===== config.mk =====
export PLATFORM = sky130hd
export DESIGN_NAME = eeprom_burst_loader
export DESIGN_NICKNAME = d
export VERILOG_FILES = /design/src/rtl/cfgld_pkg.sv /design/src/rtl/cfgld_limit.sv /design/src/rtl/cfgld_pack.sv /design/src/rtl/cfgld_walker.sv /design/src/rtl/eeprom_burst_loader.sv
export SDC_FILE = /design/constraint.sdc
export NUM_CORES = 1
export LEC_CHECK = 0
export ABC_AREA = 1
export BUFFER_PORTS_ARGS = -buffer_cell sky130_fd_sc_hd__buf_4
export CORE_MARGIN = 2
export CORE_UTILIZATION = 60
export DETAILED_ROUTE_END_ITERATION = 16
export PLACE_DENSITY = 0.83
export SLEW_MARGIN = 40
export SYNTH_ARGS = -nofsm -noshare
export SYNTH_HDL_FRONTEND = slang
export SYNTH_SLANG_ARGS = --single-unit

===== constraint.sdc =====
create_clock -name clk -period 6.4 [get_ports clk]
set_clock_uncertainty 0.05 [all_clocks]
set_input_delay 0.32 -clock clk [delete_from_list [all_inputs] [get_ports clk]]
set_output_delay 0.32 -clock clk [all_outputs]
set_load 0.01 [all_outputs]

===== src/rtl/cfgld_pkg.sv =====
package cfgld_pkg;

    localparam int          BYTE_W     = 8;
    localparam int          DWORD_W    = 32;
    localparam int          DW_AW      = 8;
    localparam int          REG_AW     = DW_AW + 2;
    localparam logic [7:0]  VALID_MARK = 8'hA5;

    typedef enum logic [1:0] {
        ST_FETCH,
        ST_WRGATE,
        ST_DONE,
        ST_OVF
    } ld_state_e;

    typedef enum logic [2:0] {
        FK_MARK,
        FK_NBURST,
        FK_HDR_HI,
        FK_HDR_LO,
        FK_DATA
    } fetch_kind_e;

    typedef struct packed {
        logic [DW_AW-1:0] dw_addr;
        logic [7:0]       dw_left;
        logic [7:0]       burst_left;
        logic [1:0]       byte_idx;
    } walk_ctx_t;

    // Highest readable byte address for a strap value: 2^(base + step*s) - 1
    function automatic logic [31:0] size_limit(input int strap, input int base_log2,
                                               input int step_log2);
        logic [31:0] one;
        one = 32'd1;
        return (one << (base_log2 + step_log2 * strap)) - one;
    endfunction

endpackage


===== src/rtl/cfgld_limit.sv =====
module cfgld_limit
    import cfgld_pkg::*;
#(
    parameter int ADDR_W    = 16,
    parameter int STRAP_W   = 2,
    parameter int BASE_LOG2 = 7,
    parameter int STEP_LOG2 = 3
) (
    input  logic [STRAP_W-1:0] strap_i,
    input  logic [ADDR_W:0]    addr_i,
    output logic               over_o
);

    localparam int PAD_W = 32 - (ADDR_W + 1);

    logic [31:0] limit;
    logic [31:0] addr_ext;

    always_comb begin
        limit    = size_limit(int'(strap_i), BASE_LOG2, STEP_LOG2);
        addr_ext = {{PAD_W{1'b0}}, addr_i};
        over_o   = addr_ext > limit;
    end

endmodule


===== src/rtl/cfgld_pack.sv =====
module cfgld_pack
    import cfgld_pkg::*;
(
    input  logic               clk,
    input  logic               rst,
    input  logic               shift_en_i,
    input  logic [BYTE_W-1:0]  byte_i,
    output logic [DWORD_W-1:0] word_o
);

    logic [DWORD_W-1:0] word_q;

    always_ff @(posedge clk) begin
        if (rst) begin
            word_q <= '0;
        end else if (shift_en_i) begin
            word_q <= {word_q[DWORD_W-BYTE_W-1:0], byte_i};
        end
    end

    assign word_o = word_q;

endmodule


===== src/rtl/cfgld_walker.sv =====
module cfgld_walker
    import cfgld_pkg::*;
#(
    parameter int ADDR_W = 16
) (
    input  logic              clk,
    input  logic              rst,
    input  logic              reload_i,
    input  logic              byte_vld_i,
    input  logic [BYTE_W-1:0] byte_i,
    input  logic              over_limit_i,
    input  logic              host_busy_i,
    output logic              rd_req_o,
    output logic [ADDR_W:0]   ee_addr_o,
    output logic              shift_en_o,
    output logic              wr_en_o,
    output logic [DW_AW-1:0]  wr_dw_addr_o,
    output logic              busy_o,
    output logic              done_o,
    output logic              overflow_o
);

    localparam logic [ADDR_W:0] ADDR_ONE = {{ADDR_W{1'b0}}, 1'b1};

    ld_state_e   state_q, state_d;
    fetch_kind_e kind_q, kind_d;
    walk_ctx_t   ctx_q, ctx_d;
    logic [ADDR_W:0] ee_addr_q, ee_addr_d;
    logic        ovf_q, ovf_d;
    logic        last_burst;

    assign last_burst = (ctx_q.burst_left == 8'd1);

    always_comb begin
        state_d   = state_q;
        kind_d    = kind_q;
        ctx_d     = ctx_q;
        ee_addr_d = ee_addr_q;
        ovf_d     = ovf_q;
        unique case (state_q)
            ST_FETCH: begin
                if (over_limit_i) begin
                    state_d = ST_OVF;
                    ovf_d   = 1'b1;
                end else if (byte_vld_i) begin
                    ee_addr_d = ee_addr_q + ADDR_ONE;
                    unique case (kind_q)
                        FK_MARK: begin
                            if (byte_i == VALID_MARK) kind_d = FK_NBURST;
                            else                      state_d = ST_DONE;
                        end
                        FK_NBURST: begin
                            ctx_d.burst_left = byte_i;
                            if (byte_i == 8'd0) state_d = ST_DONE;
                            else                kind_d  = FK_HDR_HI;
                        end
                        FK_HDR_HI: begin
                            ctx_d.dw_addr = byte_i;
                            kind_d        = FK_HDR_LO;
                        end
                        FK_HDR_LO: begin
                            ctx_d.dw_left = byte_i;
                            if (byte_i == 8'd0) begin
                                if (last_burst) begin
                                    state_d = ST_DONE;
                                end else begin
                                    ctx_d.burst_left = ctx_q.burst_left - 8'd1;
                                    kind_d           = FK_HDR_HI;
                                end
                            end else begin
                                kind_d         = FK_DATA;
                                ctx_d.byte_idx = 2'd0;
                            end
                        end
                        FK_DATA: begin
                            if (ctx_q.byte_idx == 2'd3) state_d = ST_WRGATE;
                            else ctx_d.byte_idx = ctx_q.byte_idx + 2'd1;
                        end
                        default: state_d = ST_DONE;
                    endcase
                end
            end
            ST_WRGATE: begin
                if (!host_busy_i) begin
                    ctx_d.dw_addr = ctx_q.dw_addr + 8'd1;
                    ctx_d.dw_left = ctx_q.dw_left - 8'd1;
                    if (ctx_q.dw_left == 8'd1) begin
                        if (last_burst) begin
                            state_d = ST_DONE;
                        end else begin
                            ctx_d.burst_left = ctx_q.burst_left - 8'd1;
                            state_d          = ST_FETCH;
                            kind_d           = FK_HDR_HI;
                        end
                    end else begin
                        state_d        = ST_FETCH;
                        kind_d         = FK_DATA;
                        ctx_d.byte_idx = 2'd0;
                    end
                end
            end
            ST_DONE, ST_OVF: begin
                if (reload_i) begin
                    state_d   = ST_FETCH;
                    kind_d    = FK_MARK;
                    ee_addr_d = '0;
                    ovf_d     = 1'b0;
                end
            end
            default: state_d = ST_DONE;
        endcase
    end

    always_ff @(posedge clk) begin
        if (rst) begin
            state_q   <= ST_FETCH;
            kind_q    <= FK_MARK;
            ctx_q     <= '0;
            ee_addr_q <= '0;
            ovf_q     <= 1'b0;
        end else begin
            state_q   <= state_d;
            kind_q    <= kind_d;
            ctx_q     <= ctx_d;
            ee_addr_q <= ee_addr_d;
            ovf_q     <= ovf_d;
        end
    end

    assign rd_req_o     = (state_q == ST_FETCH) && !over_limit_i;
    assign ee_addr_o    = ee_addr_q;
    assign shift_en_o   = (state_q == ST_FETCH) && byte_vld_i && (kind_q == FK_DATA);
    assign wr_en_o      = (state_q == ST_WRGATE) && !host_busy_i;
    assign wr_dw_addr_o = ctx_q.dw_addr;
    assign busy_o       = (state_q == ST_FETCH) || (state_q == ST_WRGATE);
    assign done_o       = (state_q == ST_DONE);
    assign overflow_o   = ovf_q;

endmodule


===== src/rtl/eeprom_burst_loader.sv =====
module eeprom_burst_loader
    import cfgld_pkg::*;
#(
    parameter int ADDR_W    = 16,
    parameter int STRAP_W   = 2,
    parameter int BASE_LOG2 = 7,
    parameter int STEP_LOG2 = 3
) (
    input  logic               clk,
    input  logic               rst,
    input  logic               reload_i,
    input  logic [STRAP_W-1:0] size_strap_i,
    output logic               rd_req_o,
    output logic [ADDR_W-1:0]  rd_addr_o,
    input  logic               rd_ack_i,
    input  logic [7:0]         rd_data_i,
    input  logic               csr_busy_i,
    input  logic               mii_busy_i,
    output logic               wr_en_o,
    output logic [9:0]         wr_addr_o,
    output logic [31:0]        wr_data_o,
    output logic               busy_o,
    output logic               done_o,
    output logic               overflow_o
);

    logic [ADDR_W:0]    ee_addr;
    logic               over_limit;
    logic               byte_vld;
    logic               shift_en;
    logic [DW_AW-1:0]   dw_addr;
    logic               rd_req;

    assign byte_vld = rd_ack_i && rd_req;

    cfgld_limit #(
        .ADDR_W    (ADDR_W),
        .STRAP_W   (STRAP_W),
        .BASE_LOG2 (BASE_LOG2),
        .STEP_LOG2 (STEP_LOG2)
    ) u_limit (
        .strap_i (size_strap_i),
        .addr_i  (ee_addr),
        .over_o  (over_limit)
    );

    cfgld_walker #(
        .ADDR_W (ADDR_W)
    ) u_walker (
        .clk          (clk),
        .rst          (rst),
        .reload_i     (reload_i),
        .byte_vld_i   (byte_vld),
        .byte_i       (rd_data_i),
        .over_limit_i (over_limit),
        .host_busy_i  (csr_busy_i || mii_busy_i),
        .rd_req_o     (rd_req),
        .ee_addr_o    (ee_addr),
        .shift_en_o   (shift_en),
        .wr_en_o      (wr_en_o),
        .wr_dw_addr_o (dw_addr),
        .busy_o       (busy_o),
        .done_o       (done_o),
        .overflow_o   (overflow_o)
    );

    cfgld_pack u_pack (
        .clk        (clk),
        .rst        (rst),
        .shift_en_i (shift_en),
        .byte_i     (rd_data_i),
        .word_o     (wr_data_o)
    );

    assign rd_req_o  = rd_req;
    assign rd_addr_o = ee_addr[ADDR_W-1:0];
    assign wr_addr_o = {dw_addr, 2'b00};

endmodule


==> results of run 1 <==
==> per-stage QoR <==
| stage | total power, uW | utilization (%) |
|---|---|---|
| after global routing | 1270 | 69.1 |
| after CTS | 1210 | 69.1 |
| final | 1210 | 69.1 |
| after detailed placement | 818 | 66.8 |
| after global placement | 807 | 66.7 |
| after floorplan | 759 | - |
==> routing by layer <==
layer  global-route usage, %  wire (um)
met3                    4.29        891
met5                       0          0
met2                    46.0       6430
met4                    13.0        466
met1                    36.2       6090
==> cell usage after synthesis (3+ instances only) <==
master | instances | area [sq um]
sky130_fd_sc_hd__inv_1 | 87 | 327
sky130_fd_sc_hd__buf_4 | 29 | 218
sky130_fd_sc_hd__nor2_1 | 177 | 664
sky130_fd_sc_hd__xor2_1 | 21 | 184
sky130_fd_sc_hd__nand2_1 | 143 | 537
sky130_fd_sc_hd__a22oi_1 | 5 | 37.5
sky130_fd_sc_hd__o21ai_0 | 48 | 240
sky130_fd_sc_hd__nor2_2 | 3 | 18.8
sky130_fd_sc_hd__a21oi_1 | 53 | 265
sky130_fd_sc_hd__nor3_1 | 8 | 40.0
sky130_fd_sc_hd__clkbuf_1 | 13 | 48.8
sky130_fd_sc_hd__nand4_1 | 9 | 56.3
sky130_fd_sc_hd__nor4_1 | 7 | 43.8
sky130_fd_sc_hd__buf_2 | 8 | 40.0
sky130_fd_sc_hd__dfxtp_1 | 81 | 1620
sky130_fd_sc_hd__xnor2_1 | 9 | 78.8
sky130_fd_sc_hd__nand3_1 | 78 | 390
sky130_fd_sc_hd__ha_1 | 33 | 413
==> worst register-to-register path, stage by stage, from the launching register on <==
cell	delay [ns]
sky130_fd_sc_hd__dfxtp_1	0.55
sky130_fd_sc_hd__nor2_1	0.76
sky130_fd_sc_hd__inv_1	0.20
sky130_fd_sc_hd__nor2_1	0.18
sky130_fd_sc_hd__inv_1	0.11
sky130_fd_sc_hd__nor2_4	0.50
sky130_fd_sc_hd__inv_2	0.38
sky130_fd_sc_hd__nor2_1	0.21
sky130_fd_sc_hd__nor2_1	0.07
==> logic make-up after synthesis <==
group	count (synthesis)	share of synthesized area, %
AND/OR/NAND/NOR	436	34.0
adder cells (fa/ha/maj)	33	7.58
buffers and inverters	142	12.2
flip-flops	81	29.8
XOR/XNOR	30	4.82
other	2	0.138
AO/OA/AOI/OAI	117	11.5
==> worst max path at each step <==
| stage | end | slack [ns] |
|---|---|---|
| 2_1_floorplan | u_pack.word_o[10] | 3.24 |
| 3_3_place_gp | u_pack.word_o[2] | 2.04 |
| 3_5_place_dp | u_pack.word_o[6] | 2.19 |
| 4_1_cts | u_pack.word_o[6] | 2.55 |
| 5_1_grt | u_pack.word_o[2] | 2.09 |
| 6_report | u_pack.word_o[6] | 2.54 |
==> layout make-up <==
class / instances / area, sq um
clock inverter: 6 / 73.8
inverter: 89 / 334
clock buffer: 10 / 128
tap: 108 / 135
multi-input combinational: 620 / 3180
sequential: 81 / 1620
fill: 776 / 2710
timing repair buffer: 78 / 586
==> sequential cells by signal, indices dropped and copies added, names as in the netlist <==
| signal | flops |
|---|---|
| u_walker.ee_addr_o | 17 |
| u_walker.kind_q | 3 |
| u_walker.ctx_q | 18 |
| u_walker.state_q | 2 |
| u_walker.overflow_o | 1 |
| u_pack.word_o | 32 |
| u_walker.wr_dw_addr_o | 8 |
==> power groups by stage <==
stage / registers, uW / logic, uW / clock network (uW)
after global routing: 547 / 301 / 420
after global placement: 555 / 252 / 0
after detailed placement: 556 / 262 / 0
final: 545 / 267 / 393
after CTS: 545 / 264 / 397
after floorplan: 544 / 214 / 0
==> flow_results.org, run 1 <==
** Global route
- Remaining Overflow, GRT :: 0
- Wire length of the first global-routing pass :: 22.8 mm
- In the global route stage, overall resource usage came out at 28.0%.
- The number of global-route vias before repair was 5057.
- Entering global routing, the biggest net connects 59 pins.
- Antenna violations before repair :: 0

** Pwr
- Sequential cells burn 45.2% of the power.
- Combinational logic is responsible for 22.2% of the overall power.
- Int Pwr :: 798 uW
- Net switching is 33.8% of the power.
- For this design the total switching power over the nets is 407 uW.
- Summed over all cells, the static leakage comes to 0.00298 uW.
- Per report_power, the clock group accounts for 32.6% of the total.
- The worst-case IR drop observed on VDD is 117 uV.
- For this design the ratio of total power to cell area is 199 nW/um^2.

** CTS
- Clock latency on the worst-skew pair :: 0.37 ns
- Cell at the root of the clock tree :: sky130_fd_sc_hd__clkbuf_8
- Clock buffer depth :: 2
- Hold buffers post-CTS :: 0
- The clock drives 81 sinks.
- Clock-pin slew was measured on the worst setup and hold paths at 0.09 ns.
- Setup Fix Bufs, Post-CTS :: 0
- Total clock buffers created by CTS :: 9
- Clock tree from TritonCTS :: built
- Post_cts resized :: 0
- The H-tree was split into 3 levels.

** Hold path
- Origin of the worst min-delay path :: rd_data_i[2]
- The path with the worst hold slack has its endpoint at u_pack.word_o[2].
- The path class of the tightest hold or removal check is in2reg.
- Along the worst hold path, the cell count comes to 3.

** Timing
- The final count of pins violating max slew came to 0.
- Final count of hold timing violations :: 0
- Static timing analysis puts the maximum clock frequency at 259 MHz.
- The worst pin sits at a relative slew slack of 44.5%.
- Dividing the final minimum period by the clock period gives 60.4%.
- After layout, the minimum clock period comes to 3.86 ns.
- Final setup violation count :: 0
- Setup total negative slack :: 0 ns
- Setup slack closes at 2.54 ns.
- Hold timing on the final database bottoms out at a slack of 0.167 ns.
- At the pin with the least slew margin, the transition time is 0.829 ns.
- Setup repair after global routing left no endpoint under its margin.

** Setup path
- Broken down by cell family, the worst path's largest delay share belongs to simple AND/OR/NAND/NOR gates.
- Beginning of the worst register-to-register path :: u_walker.state_q[1]
- Arrival time reported for the critical path endpoint :: 4.06 ns
- At the worst endpoint, the required time is 6.60 ns.
- The worst setup path is launched from a primary input.
- The critical path starts at size_strap_i[1].
- In this run the worst path has a maximum fanout of 33.
- Crit. path cell count :: 26
- Worst flop-to-flop path endpoint :: u_pack.word_o[6]
- For flop-to-flop paths, the worst setup slack is 3.29 ns.
- Counting both buffers and inverters, the worst setup path holds a total of 5.
- Number of cell instances on the worst register-to-register path :: 8
- Crit end category :: flop
- Most used cell along the critical path :: sky130_fd_sc_hd__nand2_1
- Worst path max stage delay :: 0.48 ns
- The slowest stage of the critical path belongs to the cell sky130_fd_sc_hd__nor2_4.
- Kind of critical path :: in2reg

** Synth
- Counting flops and latches in the post-synthesis netlist gives 81.
- The cell count after synthesis came out at 841.
- Distinct cells, synth :: 37
- During synthesis, Yosys emitted a total of 0 warnings.
- Post-synth top flop :: sky130_fd_sc_hd__dfxtp_1
- Portion of the post-synthesis area used by sequential elements :: 29.8%
- After synthesis, the mean cell area works out to 6.48 sq um.
- Number of enable-type register cells in the synthesized netlist :: 0
- Post-Syn Area :: 5450 sq um
- Async set-or-reset flop fraction in the synthesized netlist :: 0%

** Placement
- The placed instances occupy a cell area of 5850 sq um.
- Detailed placement finished with a half-perimeter wire length of 10.1 mm.
- During placement, the flow inserted port buffers numbering 76.
- Gp weighted congestion :: 0.965
- At the placement stage, the worst setup path has a slack of 2.19 ns.
- Post-placement cell count :: 976

** Layout
- Nets@finish :: 928
- For this run, the number of standard cells in the final layout without fillers is 992.
- After routing the design area is 6050 sq um.
- In the final layout, the share of cells above drive strength 1 is 12.6%.
- The top cell types in the final layout, fill and taps aside, are sky130_fd_sc_hd__nor2_1 (177), sky130_fd_sc_hd__nand2_1 (143), sky130_fd_sc_hd__inv_1 (87).
- Most common cell after layout, fill and taps aside :: sky130_fd_sc_hd__nor2_1
- 0 antenna diodes ended up in the layout.
- Syn-to-layout area delta :: 11.1%

** Die
- The initial utilization of the core area, before any placement, comes to 62.2%.
- Cell row count :: 34
- Die Footprint :: 9860 sq um
- From bottom edge to top edge, the die measures 99.3 um.
- From left edge to right edge, the die measures 99.3 um.
- 79 I/O pins were placed.
- Core box area :: 8760 sq um

** Routing
- Initial DRC Count :: 309
- For this run, the detailed router's first-pass iteration total came to 4.
- DRT Wirelength :: 13.9 mm
- DR DRC count :: 0
- Number of vias in the routed layout :: 5504
- Per-cell routed wire length :: 14.0 um
- Via density :: 5.55
- Antenna-violating nets left :: 0

** Run
- Max-cap violations :: 0

** Outcome
- Outcome :: completed
Power figures use the tool's default switching activity.
==> run 2: changes to the inputs <==
CORE_UTILIZATION = 58   (was 60)
PLACE_DENSITY = 0.81   (was 0.83)
clock period = 3.8 ns   (was 6.4 ns; I/O delays follow)
==> run 2 against run 1 <==
Power grew 71%. First-iteration DRC count grew 13%. Register-to-register slack lost 2.1 ns. Flip-flop and latch count is the same. Cell area grew 0.91%. Clock power grew 73%. Sequential share of layout area shrank 0.24 points. Non-clock buffer count grew 7. Highest routed layer unchanged.
==> flow_results.org, run 2 (same netlist as run 1, synthesis figures left out) <==
** Routing
- Pre-Repair DR Iteration Count :: 6 (+2)
- DRT Wirelength :: 13.8 mm (-0.27%)
- The mean routed wirelength per cell was 13.8 um (-1.3%).
- DR DRC count :: 0 (unchanged)
- Number of vias in the routed layout :: 5516 (+0.22%)
- Antenna-violating nets left :: 0 (unchanged)
- Initial DRC Count :: 348 (+13%)
- The via density per instance is 5.50 (-0.78%).

** Timing
- Final cycle utilization of the critical path :: 84.5%
- Final setup violation count :: 0 (unchanged)
- The normalized max-slew margin was 48.2% (+3.7 points).
- Setup total negative slack :: 0 ns (unchanged)
- Minimum period implied by the final worst setup slack :: 3.21 ns
- Timing would allow up to 311 MHz.
- The number of failing hold endpoints at the final stage is 0 (unchanged).
- The transition time at the pin with the least slew margin came to 0.775 ns (-0.0537 ns).
- The final count of pins violating max slew came to 0 (unchanged).
- Setup repair after global routing left no endpoint under its margin.

** Layout
- Most common cell after layout, fill and taps aside :: sky130_fd_sc_hd__nor2_1
- Fraction of final layout cells with drive strength greater than 1 :: 13.4% (+0.80 points)
- Nets@finish :: 935 (+0.75%)
- In the layout the commonest cells are sky130_fd_sc_hd__nor2_1 (177), sky130_fd_sc_hd__nand2_1 (143), sky130_fd_sc_hd__inv_1 (86).
- Syn-to-layout area delta :: 12.1%
- The post-layout instance count excluding filler cells was 1002 (+1.0%).
- The final instance area is 6110 sq um (+0.91%).
- Antenna diode count :: 0 (unchanged)
- Max FFs per register :: 32 (unchanged)

** Setup path
- Crit path cell chain :: buf_4 > inv_1 > ha_1 > nor2_2 > nand2_1 > ha_1 > inv_1 > a21oi_2 > nand2_1 > inv_1 > nand2_1 > xnor2_1 > ha_1 > nand2_1 > nor2_1 > nand2_1 > nand2_1 > nand2_1 > a21oi_2 > nand2_4 > nand2_1 > inv_1 > buf_4
- The largest driver fanout on the critical path is 6 (-82%).
- On the critical path, the stage with the largest delay is an instance of sky130_fd_sc_hd__ha_1.
- Kind of critical path :: in2out
- Arrival time reported for the critical path endpoint :: 2.97 ns (-1.09 ns)
- Crit end category :: output port
- Counting stages on the worst path, the most repeated cell is sky130_fd_sc_hd__nand2_1.
- Startpoint class of the critical path :: primary input
- Data required time of the worst path :: 3.56 ns (-3.04 ns)
- The delay of the slowest cell on the worst path is 0.32 ns (-0.16 ns).

** Pwr
- The power density of the placed cells is 337 nW/um^2 (+69%).
- Largest vdd supply drop :: 278 uV (+140%)
- Leakage Power :: 0.00301 uW (+1.1%)

** CTS
- The count of H-tree levels built during CTS is 3 (unchanged).
- The post-cts resize count was 0 (unchanged).
- Total clock buffers created by CTS :: 9 (unchanged)
- In this run the clock root is driven by a sky130_fd_sc_hd__clkbuf_8.
- The clock-pin slew reported for the worst setup and hold paths after clock tree synthesis was 0.09 ns (about the same).
- Clock tree from TritonCTS :: built
- Clock buffer depth :: 2 (unchanged)
- The number of post-CTS setup repair buffers came to 0 (unchanged).
- The hold buffer count at CTS came to 0 (unchanged).
- The number of sinks handled by clock tree synthesis is 81 (unchanged).
- Clock latency on the worst-skew pair :: 0.36 ns (about the same)

** Global route
- The global routing stage identified its most utilized layer as met2.
- Via count of the first global-routing pass :: 4965 (-1.8%)
- Maximum number of pins on one net before global-route repair :: 43 (-27%)
- Antenna violations before repair :: 0 (unchanged)
- Wire length of the first global-routing pass :: 22.7 mm (-0.33%)
- Remaining Overflow, GRT :: 0 (unchanged)
- The overall routing resource usage came to 27.3% (-0.65 points).
- Met1 layer usage reported by global route :: 33.5% (-2.7 points)
- The met2 track demand over resource came to 49.4% (+3.4 points).
- GRT met3 Usage :: 3.05% (-1.2 points)

** Die
- The full die area came to 10200 sq um (+3.3%).
- Initial standard-cell utilization of the core :: 59.3% (-2.9 points)
- Height of the die :: 101 um (+1.6%)
- Cell row count :: 35 (+2.9%)
- The number of top-level design ports was 79 (unchanged).
- The placeable core region came to 9200 sq um (+4.9%).
- Die width :: 101 um (+1.6%)

** Placement
- The area of placed instances was 5900 sq um (+0.81%).
- The count of buffers from port buffering came to 76 (unchanged).
- The HPWL after detailed placement is 10.1 mm (-0.19%).
- The number of placed instances with taps included was 986 (+1.0%).
- Gp weighted congestion :: 0.916 (-5.1%)

** Run
- Max-cap violations :: 0 (unchanged)

** Outcome
- Outcome :: completed

** Hold path
- Classification of the worst-slack hold path :: in2reg
==> run 2: path summary, 6_finish.rpt <==
kind,startpoint,end,slack [ns],cells past startpoint
worst max-delay path,size_strap_i[1],rd_req_o,0.59,23
worst min-delay path,rd_data_i[2],u_pack.word_o[2],0.006,3
worst max register to register,u_walker.state_q[1],u_pack.word_o[17],1.18,8
worst min register to register,u_walker.overflow_o,u_walker.overflow_o,0.43,2
==> run 2: metal layers <==
layer	routed length (um)	up-vias
li1	-	2756
met1	6010	2552
met2	6930	182
met3	644	26
met4	251	0
met5	0	-
==> run 2: stage by stage <==
stage	power [uW]	hold slack [ns]	worst slack, ns	util [%]
4_1_cts	2060	0.000626	0.585	66.4
3_5_place_dp	1390	0.386	0.210	64.2
2_1_floorplan	1280	0.209	0.772	-
6_report	2060	0.00550	0.590	66.4
5_1_grt	2160	0.0322	0.105	66.4
3_3_place_gp	1370	0.374	0.369	64.2
==> run 2: cell type report <==
cell class,count,area (sq um)
flip-flops and latches,81,1620
inverters,89,334
repair buffers,85,638
fillers,815,3090
multi-input cells,620,3170
clock buffers,9,124
well taps,111,139
clock inverters,7,85.1
==> run 2: where the power goes <==
group | internal [uW] | total [uW] | switching, uW
registers | 876 | 918 | 42.9
clock network | 316 | 679 | 363
logic | 163 | 462 | 299
==> run 2: critical path, delay by kind of cell <==
kind / cells / cell delay (ns)
buf+inv: 6 / 0.58
compound gates: 2 / 0.23
xor+xnor: 1 / 0.07
simple gates: 11 / 1.09
fa+ha+maj: 3 / 0.79
==> run 3: changes to the inputs <==
clock period = 3.3 ns   (was 3.8 ns; I/O delays follow)
==> run 3 against run 2 <==
Cell area increased by 3.5%. Sequential power increased by 15%. Die area unchanged. Via count is 2.3% higher. First-iteration DRC count rose by 6.3%. Register-to-register slack got worse by 0.57 ns. Sequential share of layout area is 0.89 points lower. Power rose by 15%. Largest power group unchanged. Global-route usage increased by 0.16 points. Core utilization increased by 2.3 points. Worst hold slack gained 0.018 ns. Count of clock-buffer cells in the layout stayed put.
==> flow_results.org, run 3 (same netlist as run 1, synthesis figures left out) <==
** Global route
- The maximum number of pins on one net before global-route repair came to 37 (-14%).
- The total global routing overflow is 0 (unchanged).
- Wire length of the first global-routing pass :: 23.1 mm (+1.5%)
- The number of global-route vias before repair was 5144 (+3.6%).
- The overall routing resource usage was 27.5% (+0.16 points).
- The initial antenna violation count was 0 (unchanged).

** Placement
- The number of placed instances with taps included came to 993 (+0.71%).
- The last weighted congestion value of the routability-driven placer was 0.949 (+3.6%).
- The area of placed instances came to 5950 sq um (+0.89%).
- Buffers on Ports :: 76 (unchanged)
- The HPWL after detailed placement came to 10.3 mm (+2.3%).

** Setup path
- Kind of critical path :: in2reg
- Critical Path Fanout Max :: 16 (+10)
- Worst flop-to-flop path endpoint :: u_pack.word_o[7]
- The setup slack on the worst flop-to-flop path came to 0.61 ns (-0.57 ns).
- The startpoint identified for the worst register-to-register timing path is u_walker.state_q[1].
- STA classifies the critical path startpoint as a primary input.
- The required time reported for the critical path endpoint came to 3.54 ns (-0.02 ns).
- The count of cells along the worst register-to-register path is 8 (unchanged).
- STA classifies the critical path endpoint as a flop.
- Arrival time reported for the critical path endpoint :: 3.34 ns (+0.37 ns)

** Pwr
- Power density cells :: 374 nW/um^2 (+11%)
- Leakage Power :: 0.00310 uW (+2.7%)
- The combinational group share of total power was 23.6% (+1.2 points).
- Fraction of power consumed by sequential logic :: 44.8% (+0.2 points)
- The design internal power came to 1520 uW (+12%).
- Switching Power :: 847 uW (+20%)
- The switching power as a share of total power was 35.8% (+1.6 points).
- Clock network fraction of total power :: 31.5% (-1.5 points)
- Largest vdd supply drop :: 357 uV (+28%)

** Routing
- The via density per instance came to 5.55 (+0.78%).
- Per-cell routed wire length :: 14.1 um (+2.2%)
- The number of nets with antenna violations after detailed routing came to 0 (unchanged).
- DR DRC count :: 0 (unchanged)
- The length of the first detailed-routing pass in iterations is 5 (-1).
- The number of design-rule violations left by the first detailed-router iteration is 370 (+6.3%).
- DRT Wirelength :: 14.4 mm (+3.7%)
- The via count was 5642 (+2.3%).

** Timing
- The summed negative setup slack over all endpoints came to 0 ns (unchanged).
- Final cycle utilization of the critical path :: 94.0%
- Final count of hold timing violations :: 0 (unchanged)
- The normalized max-slew margin was 47.9% (-0.38 points).
- Final setup violation count :: 0 (unchanged)
- The final count of pins violating max slew came to 0 (unchanged).
- Based on the critical path, the design can be clocked at up to 322 MHz.
- For the finished layout, the period the worst path requires is 3.10 ns.
- Hold WS :: 0.0238 ns (+0.0183 ns)
- Slew @ Worst Pin :: 0.781 ns (+0.00567 ns)

** Layout
- Max FFs per register :: 32 (unchanged)
- Syn-to-layout area delta :: 16.0%
- The final instance area came to 6320 sq um (+3.5%).
- The final layout net count came to 950 (+1.6%).
- Highest-count cells in the layout ignoring fill and taps :: sky130_fd_sc_hd__nor2_1 (174), sky130_fd_sc_hd__nand2_1 (142), sky130_fd_sc_hd__buf_4 (94)
- Antenna diode count :: 0 (unchanged)
- Final core utilization :: 68.7% (+2.3 points)
- Most common cell after layout, fill and taps aside :: sky130_fd_sc_hd__nor2_1
- Fraction of final layout cells with drive strength greater than 1 :: 15.3% (+2.0 points)
- The post-layout instance count excluding filler cells is 1017 (+1.5%).

** Die
- The initial core utilization came to 59.3% (unchanged).
- The width of the die was 101 um (unchanged).
- The full die area came to 10200 sq um (unchanged).
- The number of core rows is 35 (unchanged).
- The die extent in y is 101 um (unchanged).
- The placeable core region is 9200 sq um (unchanged).
- Top-level port count :: 79 (unchanged)

** Hold path
- In this run the worst hold path is classified as in2reg.
- For hold timing, the worst endpoint is u_pack.word_o[5].
- The startpoint identified for the worst hold timing path is rd_data_i[5].
- Hold depth :: 3 (unchanged)

** CTS
- Clock input transition at the sequential cells of the worst setup and hold paths :: 0.10 ns (about the same)
- The number of sinks handled by clock tree synthesis came to 81 (unchanged).
- Clock latency on the worst-skew pair :: 0.36 ns (about the same)
- Clock buffer depth :: 2 (unchanged)
- H-Tree Depth :: 3 (unchanged)
- Total clock buffers created by CTS :: 9 (unchanged)
- Clock tree from TritonCTS :: built
- In this run the clock root is driven by a sky130_fd_sc_hd__clkbuf_8.

** Run
- The number of maximum-capacitance constraint violations was 0 (unchanged).

** Outcome
- The run finished with clean final reports.
==> run 3: cell types whose count changed in the layout (fill, tap and decap cells not counted), moves of 2 or more <==
cell and delta:
sky130_fd_sc_hd__buf_4 +9, sky130_fd_sc_hd__clkinv_8 +3, sky130_fd_sc_hd__dlygate4sd3_1 +3, sky130_fd_sc_hd__ha_1 -3, sky130_fd_sc_hd__ha_2 +3, sky130_fd_sc_hd__nor2_1 -3, sky130_fd_sc_hd__clkbuf_16 +2, sky130_fd_sc_hd__clkinvlp_4 -2
sky130_fd_sc_hd__nor2_4 +2
==> run 3: what timing repair did <==
action	4_1_cts	5_1_grt
buffers inserted	0	3
hold buffers	3	0
gates resized for setup	0	19
setup endpoints to repair	0	60
endpoints found under the hold margin	3	0
==> run 3: stage by stage <==
step,setup WS (ns),power [uW]
after CTS,0.137,2360
after detailed placement,-0.237,1620
after global routing,-0.0592,2480
final,0.197,2370
after floorplan,0.297,1470
after global placement,0.0113,1600
==> run 3: power by group through the flow <==
stage / Sequential (uW) / Clock, uW / Combinational, uW
after floorplan: 1060 / 0 / 416
after global placement: 1080 / 0 / 519
after detailed placement: 1080 / 0 / 536
after CTS: 1060 / 757 / 541
after global routing: 1070 / 785 / 626
final: 1060 / 746 / 559
==> run 3: worst max-delay path: stages <==
cell                        delay [ns]
sky130_fd_sc_hd__buf_4            0.12
sky130_fd_sc_hd__inv_2            0.06
sky130_fd_sc_hd__ha_2             0.18
sky130_fd_sc_hd__ha_2             0.18
sky130_fd_sc_hd__nand2_1          0.07
sky130_fd_sc_hd__ha_2             0.17
sky130_fd_sc_hd__inv_1            0.05
sky130_fd_sc_hd__a21oi_2          0.15
sky130_fd_sc_hd__nand2_1          0.09
sky130_fd_sc_hd__inv_1            0.07
sky130_fd_sc_hd__nand2_1          0.07
sky130_fd_sc_hd__xnor2_1          0.15
sky130_fd_sc_hd__ha_1             0.29
sky130_fd_sc_hd__nand2_1          0.07
sky130_fd_sc_hd__nor2_2           0.11
sky130_fd_sc_hd__nand3_1          0.07
sky130_fd_sc_hd__nor2_1           0.10
sky130_fd_sc_hd__nand3_1          0.08
sky130_fd_sc_hd__nand3_2          0.09
sky130_fd_sc_hd__nor2_4           0.04
sky130_fd_sc_hd__nand2_4          0.08
sky130_fd_sc_hd__nand2_2          0.07
sky130_fd_sc_hd__nor2_4           0.29
sky130_fd_sc_hd__clkbuf_16        0.24
sky130_fd_sc_hd__o21ai_0          0.10
sky130_fd_sc_hd__nor2_1           0.16
==> run 3: layout make-up <==
class | count | area, sq um
Multi-Input combinational cell | 620 | 3200
Fill cell | 808 | 2870
Sequential cell | 81 | 1620
Timing Repair Buffer | 100 | 806
Tap cell | 111 | 139
Clock inverter | 7 | 86.3
Clock buffer | 9 | 124
Inverter | 89 | 342
==> run 3: routing by layer <==
layer / vias up / GRT usage (%) / wire length [um]
met4: 0 / 9.77 / 299
li1: 2795 / - / -
met2: 190 / 49.9 / 7160
met3: 32 / 3.47 / 728
met1: 2625 / 33.2 / 6170
met5: - / 0 / 0
==> run 3: how the worst max path moves through the flow <==
stage	slack [ns]	cells past startpoint	start	end
global route	-0.06	26	size_strap_i[0]	u_pack.word_o[7]
finish	0.20	26	size_strap_i[1]	u_pack.word_o[7]
global placement	0.01	25	size_strap_i[1]	u_walker.wr_dw_addr_o[0]
floorplan	0.30	26	size_strap_i[0]	u_pack.word_o[25]
detailed placement	-0.24	25	size_strap_i[1]	u_walker.wr_dw_addr_o[4]
CTS	0.14	25	size_strap_i[1]	u_walker.wr_dw_addr_o[4]
